[config.mk]
export PLATFORM = sky130hd
export DESIGN_NAME = wl_dly_search
export DESIGN_NICKNAME = d
export VERILOG_FILES = /design/src/rtl/wl_pkg.sv /design/src/rtl/wl_vote.sv /design/src/rtl/wl_seq.sv /design/src/rtl/wl_lane.sv /design/src/rtl/wl_dly_search.sv
export SDC_FILE = /design/constraint.sdc
export NUM_CORES = 1
export LEC_CHECK = 0
export ABC_CLOCK_PERIOD_IN_PS = 4800
export BUFFER_PORTS_ARGS = -buffer_cell sky130_fd_sc_hd__buf_4
export CAP_MARGIN = 20
export CORE_MARGIN = 3
export CORE_UTILIZATION = 55
export CTS_CLUSTER_DIAMETER = 100
export DETAILED_ROUTE_END_ITERATION = 8
export GPL_TIMING_DRIVEN = 0
export PLACE_DENSITY_LB_ADDON = 0.25
export SETUP_SLACK_MARGIN = 0.1
export SYNTH_ARGS = -nofsm -noshare
export SYNTH_HDL_FRONTEND = slang
export SYNTH_SLANG_ARGS = --single-unit
[constraint.sdc]
create_clock -name clk -period 4.8 [get_ports clk]
set_input_delay 1.44 -clock clk [delete_from_list [all_inputs] [get_ports clk]]
set_output_delay 1.44 -clock clk [all_outputs]
set_load 0.02 [all_outputs]
[src/rtl/wl_pkg.sv]
// Shared types for the strobe delay search engine.
package wl_pkg;
    // Phases of one search step, plus idle and the end-of-step check.
    typedef enum logic [2:0] {
        SQ_IDLE,
        SQ_SETTLE,
        SQ_PULSE,
        SQ_LAT,
        SQ_SAMP,
        SQ_EVAL,
        SQ_CHECK
    } sq_state_t;
endpackage

[src/rtl/wl_vote.sv]
// Majority vote over the feedback bits of one lane.
// The output is 1 only if strictly more than half of the bits are 1, so a tie gives 0.
// Assumes BITS >= 1. Purely combinational.
module wl_vote #(
    parameter int BITS = 4
) (
    input  logic [BITS-1:0] bits,
    output logic            level
);
    localparam int CW = $clog2(BITS + 1);

    logic [CW-1:0] ones;

    // Count the 1 bits and compare twice that count with the width.
    always_comb begin
        ones = '0;
        for (int i = 0; i < BITS; i++) begin
            ones = ones + CW'(bits[i]);
        end
        level = ({1'b0, ones, 1'b0} > (CW + 2)'(BITS));
    end
endmodule

[src/rtl/wl_seq.sv]
// Step sequencer shared by all lanes.
// One step is: settle, one-cycle strobe pulse, latency wait, N samples, evaluate,
// then a check of whether every enabled lane has resolved.
// Assumes CNT_W > SMP_W. start is accepted only in idle.
module wl_seq
    import wl_pkg::*;
#(
    parameter int CNT_W = 8,
    parameter int SMP_W = 4
) (
    input  logic             clk,
    input  logic             rst_n,
    input  logic             start,
    input  logic             all_res,
    input  logic [CNT_W-1:0] cfg_settle,
    input  logic [CNT_W-1:0] cfg_latency,
    input  logic [SMP_W-1:0] cfg_samples,
    output logic             clr,
    output logic             strobe,
    output logic             samp_en,
    output logic             samp_first,
    output logic             eval,
    output logic             busy,
    output logic             done
);
    sq_state_t        state;
    logic [CNT_W-1:0] cnt;
    logic [SMP_W-1:0] nsamp;
    logic             last_samp;

    // Decode the sample count, treating 0 as 1.
    always_comb begin
        nsamp     = (cfg_samples == '0) ? SMP_W'(1) : cfg_samples;
        last_samp = (cnt == CNT_W'(nsamp) - CNT_W'(1));
    end

    // Strobes that follow directly from the phase.
    always_comb begin
        clr        = start && (state == SQ_IDLE);
        strobe     = (state == SQ_PULSE);
        samp_en    = (state == SQ_SAMP);
        samp_first = (state == SQ_SAMP) && (cnt == '0);
        eval       = (state == SQ_EVAL);
        busy       = (state != SQ_IDLE);
    end

    // Phase register and phase counter.
    always_ff @(posedge clk) begin
        if (!rst_n) begin
            state <= SQ_IDLE;
            cnt   <= '0;
        end else begin
            case (state)
                SQ_IDLE: begin
                    cnt <= '0;
                    if (start) state <= SQ_SETTLE;
                end
                SQ_SETTLE: begin
                    if (cnt >= cfg_settle) begin
                        state <= SQ_PULSE;
                        cnt   <= '0;
                    end else begin
                        cnt <= cnt + CNT_W'(1);
                    end
                end
                SQ_PULSE: begin
                    state <= SQ_LAT;
                    cnt   <= '0;
                end
                SQ_LAT: begin
                    if (cnt >= cfg_latency) begin
                        state <= SQ_SAMP;
                        cnt   <= '0;
                    end else begin
                        cnt <= cnt + CNT_W'(1);
                    end
                end
                SQ_SAMP: begin
                    if (last_samp) begin
                        state <= SQ_EVAL;
                        cnt   <= '0;
                    end else begin
                        cnt <= cnt + CNT_W'(1);
                    end
                end
                SQ_EVAL: begin
                    state <= SQ_CHECK;
                end
                SQ_CHECK: begin
                    cnt   <= '0;
                    state <= all_res ? SQ_IDLE : SQ_SETTLE;
                end
                default: begin
                    state <= SQ_IDLE;
                    cnt   <= '0;
                end
            endcase
        end
    end

    // Completion flag: set on the final check, cleared by reset or a new start.
    always_ff @(posedge clk) begin
        if (!rst_n) begin
            done <= 1'b0;
        end else if (clr) begin
            done <= 1'b0;
        end else if (state == SQ_CHECK && all_res) begin
            done <= 1'b1;
        end
    end

    // the strobe request is a single-cycle pulse.
    a_r2_pulse_one_cycle: assert property (@(posedge clk) disable iff (!rst_n)
        strobe |=> !strobe);

    // sampling begins only after the pulse and the latency wait.
    a_r2_samp_after_lat: assert property (@(posedge clk) disable iff (!rst_n)
        strobe |=> !samp_en);

    // done and busy never overlap.
    a_r9_done_not_busy: assert property (@(posedge clk) disable iff (!rst_n)
        done |-> !busy);
endmodule

[src/rtl/wl_lane.sv]
// One byte lane of the search.
// Votes its feedback bits, checks that the samples of a step agree, and on each
// evaluation either locks (a 1 after a seen 0), steps the code up by one, or fails
// at the top code. Assumes the sequencer never pulses eval while sampling.
module wl_lane #(
    parameter int CODE_W  = 7,
    parameter int FB_BITS = 4
) (
    input  logic              clk,
    input  logic              rst_n,
    input  logic              clr,
    input  logic              act,
    input  logic [FB_BITS-1:0] fb_bits,
    input  logic              samp_en,
    input  logic              samp_first,
    input  logic              eval,
    output logic [CODE_W-1:0] code,
    output logic              locked,
    output logic              failed
);
    localparam logic [CODE_W-1:0] CODE_MAX = {CODE_W{1'b1}};

    logic lvl;
    logic first_lvl;
    logic agree;
    logic seen0;
    logic open_lane;

    wl_vote #(.BITS(FB_BITS)) u_vote (
        .bits  (fb_bits),
        .level (lvl)
    );

    // A lane takes part in an evaluation only while it is enabled and unresolved.
    always_comb open_lane = act && !locked && !failed;

    // Sample agreement tracking within one step.
    always_ff @(posedge clk) begin
        if (!rst_n || clr) begin
            first_lvl <= 1'b0;
            agree     <= 1'b0;
        end else if (samp_first) begin
            first_lvl <= lvl;
            agree     <= 1'b1;
        end else if (samp_en && (lvl != first_lvl)) begin
            agree <= 1'b0;
        end
    end

    // Search state: delay code, zero-seen history and result flags.
    always_ff @(posedge clk) begin
        if (!rst_n || clr) begin
            code   <= '0;
            seen0  <= 1'b0;
            locked <= 1'b0;
            failed <= 1'b0;
        end else if (eval && open_lane && agree) begin
            if (first_lvl && seen0) begin
                locked <= 1'b1;
            end else begin
                if (!first_lvl) seen0 <= 1'b1;
                if (code == CODE_MAX) failed <= 1'b1;
                else                  code   <= code + CODE_W'(1);
            end
        end
    end

    // outside an evaluation or a clear, the code does not move.
    a_r3_code_still: assert property (@(posedge clk) disable iff (!rst_n)
        (!eval && !clr) |=> (code == $past(code)));

    // an evaluation moves the code by at most one, upward.
    a_r3_step_one: assert property (@(posedge clk) disable iff (!rst_n)
        (eval && !clr) |=> (code == $past(code) || code == $past(code) + CODE_W'(1)));

    // a lock needs a 0 earlier in the same search, and excludes failure.
    a_r4_lock_after_zero: assert property (@(posedge clk) disable iff (!rst_n)
        locked |-> (seen0 && !failed));

    // a failed lane sits at the top code.
    a_r8_fail_at_max: assert property (@(posedge clk) disable iff (!rst_n)
        failed |-> (code == CODE_MAX));
endmodule

[src/rtl/wl_dly_search.sv]
// Top of the strobe delay search engine.
// Captures the lane enables at start, runs one shared step sequencer and
// one search lane per byte lane, and reports when all enabled lanes resolved.
// Assumes the feedback is steady from the end of settling to the last sample.
module wl_dly_search #(
    parameter int LANES   = 2,
    parameter int FB_BITS = 4,
    parameter int CODE_W  = 7,
    parameter int CNT_W   = 8,
    parameter int SMP_W   = 4
) (
    input  logic                      clk,
    input  logic                      rst_n,
    input  logic                      start,
    input  logic [LANES-1:0]          lane_en,
    input  logic [CNT_W-1:0]          cfg_settle,
    input  logic [CNT_W-1:0]          cfg_latency,
    input  logic [SMP_W-1:0]          cfg_samples,
    input  logic [LANES*FB_BITS-1:0]  fb,
    output logic [LANES*CODE_W-1:0]   dly_code,
    output logic                      strobe_req,
    output logic                      busy,
    output logic                      done,
    output logic [LANES-1:0]          lane_lock,
    output logic [LANES-1:0]          lane_fail
);
    logic [LANES-1:0] en_q;
    logic             clr;
    logic             samp_en;
    logic             samp_first;
    logic             eval;
    logic             all_res;

    // Lane enables are frozen for the whole search.
    always_ff @(posedge clk) begin
        if (!rst_n)   en_q <= '0;
        else if (clr) en_q <= lane_en;
    end

    // Every enabled lane has either locked or failed.
    always_comb all_res = &(~en_q | lane_lock | lane_fail);

    wl_seq #(.CNT_W(CNT_W), .SMP_W(SMP_W)) u_seq (
        .clk         (clk),
        .rst_n       (rst_n),
        .start       (start),
        .all_res     (all_res),
        .cfg_settle  (cfg_settle),
        .cfg_latency (cfg_latency),
        .cfg_samples (cfg_samples),
        .clr         (clr),
        .strobe      (strobe_req),
        .samp_en     (samp_en),
        .samp_first  (samp_first),
        .eval        (eval),
        .busy        (busy),
        .done        (done)
    );

    for (genvar k = 0; k < LANES; k++) begin : g_lane
        wl_lane #(.CODE_W(CODE_W), .FB_BITS(FB_BITS)) u_lane (
            .clk        (clk),
            .rst_n      (rst_n),
            .clr        (clr),
            .act        (en_q[k]),
            .fb_bits    (fb[k*FB_BITS +: FB_BITS]),
            .samp_en    (samp_en),
            .samp_first (samp_first),
            .eval       (eval),
            .code       (dly_code[k*CODE_W +: CODE_W]),
            .locked     (lane_lock[k]),
            .failed     (lane_fail[k])
        );

        // a lane left out of the search never moves or resolves.
        a_r9_idle_lane: assert property (@(posedge clk) disable iff (!rst_n)
            (!en_q[k] && !clr) |=> (dly_code[k*CODE_W +: CODE_W] == '0
                                    && !lane_lock[k] && !lane_fail[k]));
    end

    // done only when every enabled lane is resolved.
    a_r9_done_resolved: assert property (@(posedge clk) disable iff (!rst_n)
        done |-> all_res);

    // results hold after completion until a new start.
    a_r10_hold: assert property (@(posedge clk) disable iff (!rst_n)
        (done && !start) |=> ($stable(dly_code) && $stable(lane_lock) && $stable(lane_fail)));
endmodule

==> results of run 1 <==
state kept, by name (all words and copies together), names as in the netlist:
| signal | count |
|---|---|
| u_seq.cnt | 8 |
| g_lane.u_lane.first_lvl | 2 |
| en_q | 2 |
| g_lane.u_lane.locked | 2 |
| u_seq.done | 1 |
| g_lane.u_lane.code | 14 |
| g_lane.u_lane.agree | 2 |
| g_lane.u_lane.seen0 | 2 |
| g_lane.u_lane.failed | 2 |
| u_seq.state | 3 |
path summary, 6_finish.rpt:
kind,startpoint,end,slack [ps],cells after the start
setup reg to reg,u_seq.cnt[0],u_seq.cnt[5],2420,9
hold reg to reg,g_lane[1].u_lane.agree,g_lane[1].u_lane.agree,490,2
hold / removal,g_lane[1].u_lane.agree,g_lane[1].u_lane.agree,490,2
setup / recovery,cfg_samples[1],u_seq.state[1],1610,11
cells by family after synthesis:
family                   share of synthesized area
adder cells (fa/ha/maj)                      0.155
AND/OR/NAND/NOR                              0.231
XOR/XNOR                                    0.0645
flip-flops                                   0.311
multiplexers                                0.0246
AO/OA/AOI/OAI                                0.148
buffers and inverters                       0.0660
layout by cell type, fill, tap and decap left out, drive strengths merged, types with 2 or more instances in the layout:
| master | instances |
|---|---|
| nand4 | 8 |
| buf | 61 |
| a211oi | 2 |
| clkinv | 2 |
| fa | 2 |
| dfxtp | 38 |
| xnor2 | 10 |
| nor3b | 4 |
| xor2 | 8 |
| o21a | 5 |
| nand3 | 7 |
| and2 | 2 |
| clkbuf | 6 |
| nor2b | 5 |
| o22ai | 3 |
| nor2 | 45 |
| mux2i | 6 |
| nand2 | 20 |
| o2111ai | 2 |
| nand2b | 3 |
| or3 | 2 |
| o21ai | 9 |
| ha | 27 |
| inv | 29 |
| a21oi | 7 |
| nor3 | 6 |
| and3 | 6 |
| a31oi | 5 |
| a221oi | 2 |
where the power goes:
part | switching (mW) | internal [mW]
Clock | 0.113 | 0.153
Combinational | 0.103 | 0.0932
Sequential | 0.0126 | 0.325
cells in the mapped netlist, drive strengths merged:
cell type  count  area [sq um]
a2111oi        1          15.0
a211o          1          8.76
a211oi         2          15.0
a21oi          7          35.0
a221oi         2          52.6
a22oi          1          7.51
a31oi          5          31.3
a32oi          1          8.76
and2           2          12.5
and3           6          37.5
buf            8          48.8
clkbuf         1          3.75
dfxtp         38           761
fa             2          40.0
ha            27           338
inv           29           109
mux2i          6          60.1
nand2         20          82.6
nand2b         3          33.8
nand3          7          35.0
nand4          8          50.1
nor2          45           176
nor2b          5          33.8
nor3           6          30.0
nor3b          4          30.0
nor4           1          6.26
nor4b          1          15.0
o2111ai        2          17.5
o211a          1          10.0
o211ai         1          7.51
o21a           5          37.5
o21ai          9          45.0
o21bai         1          18.8
o22ai          3          25.0
o311a          1          11.3
o311ai         1          16.3
or3            2          12.5
or3b           1          8.76
xnor2         10          87.6
xor2           8          70.1
per-layer routing:
metal  vias up  global-route usage
met4         0              0.0615
met3        13              0.0427
met2        57               0.332
li1       1093                   -
met5         -                   0
met1       941               0.261
critical path, delay by kind of cell:
kind	cells	cell delay [ps]
compound gates	4	760
simple gates	3	540
xor+xnor	2	300
fa+ha+maj	1	210
buf+inv	1	120
layout make-up:
| cell class | count | area (sq um) |
|---|---|---|
| buffer | 9 | 52.6 |
| clock buffer | 5 | 68.8 |
| clock inverter | 3 | 40.0 |
| fill | 334 | 1130 |
| inverter | 29 | 109 |
| multi-input combinational | 208 | 1520 |
| sequential | 38 | 761 |
| tap | 50 | 62.6 |
| timing repair buffer | 53 | 398 |
per-stage QoR:
stage | instances | instance area (sq um) | utilization | setup WS [ps] | power (mW)
floorplan | 284 | 2440 | - | 1640 | 0.476
global placement | 387 | 2910 | 0.701 | 1360 | 0.532
detailed placement | 387 | 2910 | 0.701 | 1350 | 0.539
CTS | 395 | 3010 | 0.727 | 1610 | 0.803
global route | 395 | 3010 | 0.727 | 1380 | 0.838
finish | 395 | 3010 | 0.727 | 1610 | 0.800
==> results.toml, run 1 <==
[status]
status = "finished clean"

[route]
dr_total_vias = 2104
wl_per_cell_um = 12.7
wl_met1_um = 2440
via_per_inst = 5.33
top_layer_used = "met4"
ant_nets = 0
drtIter0Drc = 86
drtPass1Iterations = 6
dr_wl_met2_um = 2240
drt_wl_total_um = 5030
wl_met3_um = 277
drc = 0

[layout]
drive_gt1_frac = 0.235
fin_nets = 406
diodes = 0
syn_to_final_growth_pct = 23.3

[clocking]
clkTransAtPathRegs_ps = 80
cts_buffers = 5
cts_tree = "built"
cts.sinks = 38
cts_hold_buf = 0
cts.path.max_buffers = 2
post_cts_buffers = 0
post_cts_resized = 0
clock-root-buffer = "clkbuf_8"
cts.htree.levels = 2
clock_latency_ps = 290

[global_routing]
grt_max_degree = 13
grt_use_total = 0.201
grt_pass1_vias = 2000
grt_pass1_wl_um = 8580
antenna_found_initial = 0
grt_overflow = 0

[setup_path]
worstSetupPathType = "input pin to flip-flop"
slowest_stage = "o311a_2"
critPathArrivalTime_ps = 3370
max_stage_delay_ps = 270
required_ps = 4980
path_max_fanout = 8
endpoint_kind = "flip-flop"
path_cells = "buf_4, nor3_1, nor2_1, ha_1, xnor2_1, xnor2_1, nor4b_2, o311a_2, o21bai_4, o21a_1, o21a_1"
start_kind = "input pin"

[logic_synthesis]
synthCells = 284
yosysSeqAreaShare = 0.311
syn_area_sq_um = 2440
synthDistinctLibCells = 48
ys_ff_latch = 38
postSynthNetCount = 346
yosys_warnings = 0
avgSynthCellArea_sq_um = 8.61

[placement]
gp_congestion = 0.784
port_buffers = 53
dp_hpwl_um = 3920

[timing]
hold_ws_ps = 486
relSlewSlack = 0.642
post-route-period-util = 0.664
setup_viol = 0
worstMarginPinSlew_ps = 532
timing.final.crit_period_ps = 3190
rsz0062_at_grt = "false"
max_freq_ghz = 0.314
skew_ps = 8.44
hold_violations = 0
drv_slew = 0
tns_ps = 0

[die]
initial_utilization = 0.590
die_w_um = 72.7
die_h_um = 72.7
ioPinCount = 54
core_sq_um = 4140
rows = 23
die_area_sq_um = 5280

[power_and_ir_drop]
p_leak_nw = 1.38
ir_drop_mv = 0.211
p_per_area_nw_per_um2 = 266

[worst_hold_path]
min-delay-path-class = "flip-flop to flip-flop"

[job]
drv_cap = 0
(Power assumes the default switching activity.)
==> inputs of run 2 (changes only) <==
--- a/config.mk
+++ b/config.mk
@@ -5,11 +5,11 @@
 export SDC_FILE = /design/constraint.sdc
 export NUM_CORES = 1
 export LEC_CHECK = 0
-export ABC_CLOCK_PERIOD_IN_PS = 4800
+export ABC_CLOCK_PERIOD_IN_PS = 3100
 export BUFFER_PORTS_ARGS = -buffer_cell sky130_fd_sc_hd__buf_4
 export CAP_MARGIN = 20
 export CORE_MARGIN = 3
-export CORE_UTILIZATION = 55
+export CORE_UTILIZATION = 54
 export CTS_CLUSTER_DIAMETER = 100
 export DETAILED_ROUTE_END_ITERATION = 8
 export GPL_TIMING_DRIVEN = 0
==> constraint.sdc (replaced) <==
create_clock -name clk -period 3.1 [get_ports clk]
set_input_delay 0.93 -clock clk [delete_from_list [all_inputs] [get_ports clk]]
set_output_delay 0.93 -clock clk [all_outputs]
set_load 0.02 [all_outputs]
==> results.toml, run 2 (same netlist as run 1, synthesis figures left out) <==
[setup_path]
critPathArrivalTime_ps = 2850
start_kind = "input pin"
required_ps = 3280
path_max_fanout = 8
worstSetupPathType = "input pin to flip-flop"
endpoint_kind = "flip-flop"
reg2reg_slack_ps = 610

[timing]
timing.final.crit_period_ps = 2670
post-route-period-util = 0.862
worstMarginPinSlew_ps = 536
tns_ps = 0
relSlewSlack = 0.640
drv_slew = 0
setup_slack_ps = 427
setup_viol = 0
max_freq_ghz = 0.374
rsz0062_at_grt = "false"
hold_violations = 0
skew_ps = 8.96

[global_routing]
grt_max_degree = 13
antenna_found_initial = 0
grt_pass1_vias = 2011
grt_overflow = 0
grt_use_total = 0.203
grt_pass1_wl_um = 8640

[power_and_ir_drop]
p_leak_nw = 1.40
switchingPower_mw = 0.351
p_sw_frac = 0.261
p_per_area_nw_per_um2 = 440
ir_drop_mv = 0.304
pwr-share-clk = 0.384
power_frac_comb = 0.226
power_frac_seq = 0.391
p_int_mw = 0.990

[worst_hold_path]
min-delay-path-class = "flip-flop to flip-flop"

[route]
drt_wl_total_um = 5090
wl_met3_um = 296
wl_per_cell_um = 12.9
drc = 0
dr_wl_met2_um = 2440
ant_nets = 0
via_per_inst = 5.39
dr_total_vias = 2130
drtPass1Iterations = 4
top_layer_used = "met4"
drtIter0Drc = 68
wl_met1_um = 2330

[layout]
fin_nets = 406
final_util = 0.730
top_register = "g_lane.u_lane.code"
layout_common_cells = "57 x buf_4, 44 x nor2_1, 38 x dfxtp_1"
layout_commonest_cell = "buf_4"
largest_reg_flops = 14
syn_to_final_growth_pct = 24.7
drive_gt1_frac = 0.235
reg_top3 = "g_lane.u_lane.code: 14 flops, u_seq.cnt: 8 flops, u_seq.state: 3 flops"
diodes = 0

[clocking]
cts.htree.levels = 2
clkTransAtPathRegs_ps = 70
cts_tree = "built"
cts.sinks = 38
clock_latency_ps = 290
cts.path.max_buffers = 2
clock-root-buffer = "clkbuf_8"
post_cts_buffers = 0
cts_hold_buf = 0
cts_buffers = 5
post_cts_resized = 0

[die]
ioPinCount = 54
die_h_um = 73.3
rows = 23
initial_utilization = 0.586
die_w_um = 73.3
core_sq_um = 4170
die_area_sq_um = 5370

[placement]
dp_hpwl_um = 3920
port_buffers = 53
place_ws_ps = 157
gp_congestion = 0.779

[status]
status = "finished clean"

[job]
drv_cap = 0
## run 2: changes by cell type in the layout (fill, tap and decap cells not counted), sizes merged
cell    change
clkbuf      +1
bufinv      +1
clkinv      -2
## run 2: through the flow
step	hold slack, ps	instance area [sq um]	total power [mW]	instances
after floorplan	451	2440	0.737	284
final	484	3050	1.34	395
after global routing	515	3050	1.41	395
after global placement	461	2910	0.823	387
after detailed placement	475	2910	0.832	387
after CTS	486	3050	1.35	395
## run 2: power by group through the flow
stage	logic (mW)	clock network (mW)	registers, mW
finish	0.303	0.514	0.524
global route	0.338	0.544	0.526
CTS	0.305	0.520	0.523
detailed placement	0.297	0	0.534
global placement	0.290	0	0.533
floorplan	0.209	0	0.529
## run 2: routing by layer
| layer | vias to the layer above | global-route usage |
|---|---|---|
| li1 | 1099 | - |
| met1 | 980 | 0.268 |
| met2 | 47 | 0.340 |
| met3 | 4 | 0.0356 |
| met4 | 0 | 0.0553 |
| met5 | - | 0 |
## run 2: layout make-up
cell class,instances,area [sq um]
multi-input combinational,208,1520
fill,330,1120
sequential,38,761
timing repair buffer,53,398
inverter,29,109
clock buffer,6,82.6
tap,50,62.6
clock inverter,2,60.1
buffer,9,52.6
## run 2: path summary, 6_finish.rpt
| kind | endpoint | start | depth (start not counted) |
|---|---|---|---|
| max | u_seq.state[1] | cfg_samples[1] | 11 |
| min | g_lane[0].u_lane.agree | g_lane[0].u_lane.agree | 2 |
| max reg2reg | u_seq.cnt[5] | u_seq.cnt[0] | 9 |
| min reg2reg | g_lane[0].u_lane.agree | g_lane[0].u_lane.agree | 2 |
## run 2: critical path, cell delays in order
cell and delay [ps]:
buf_4 120, nor3_1 240, nor2_1 80, ha_1 210, xnor2_1 200, xnor2_1 100
nor4b_2 220, o311a_2 260, o21bai_4 120, o21a_1 200, o21a_1 170
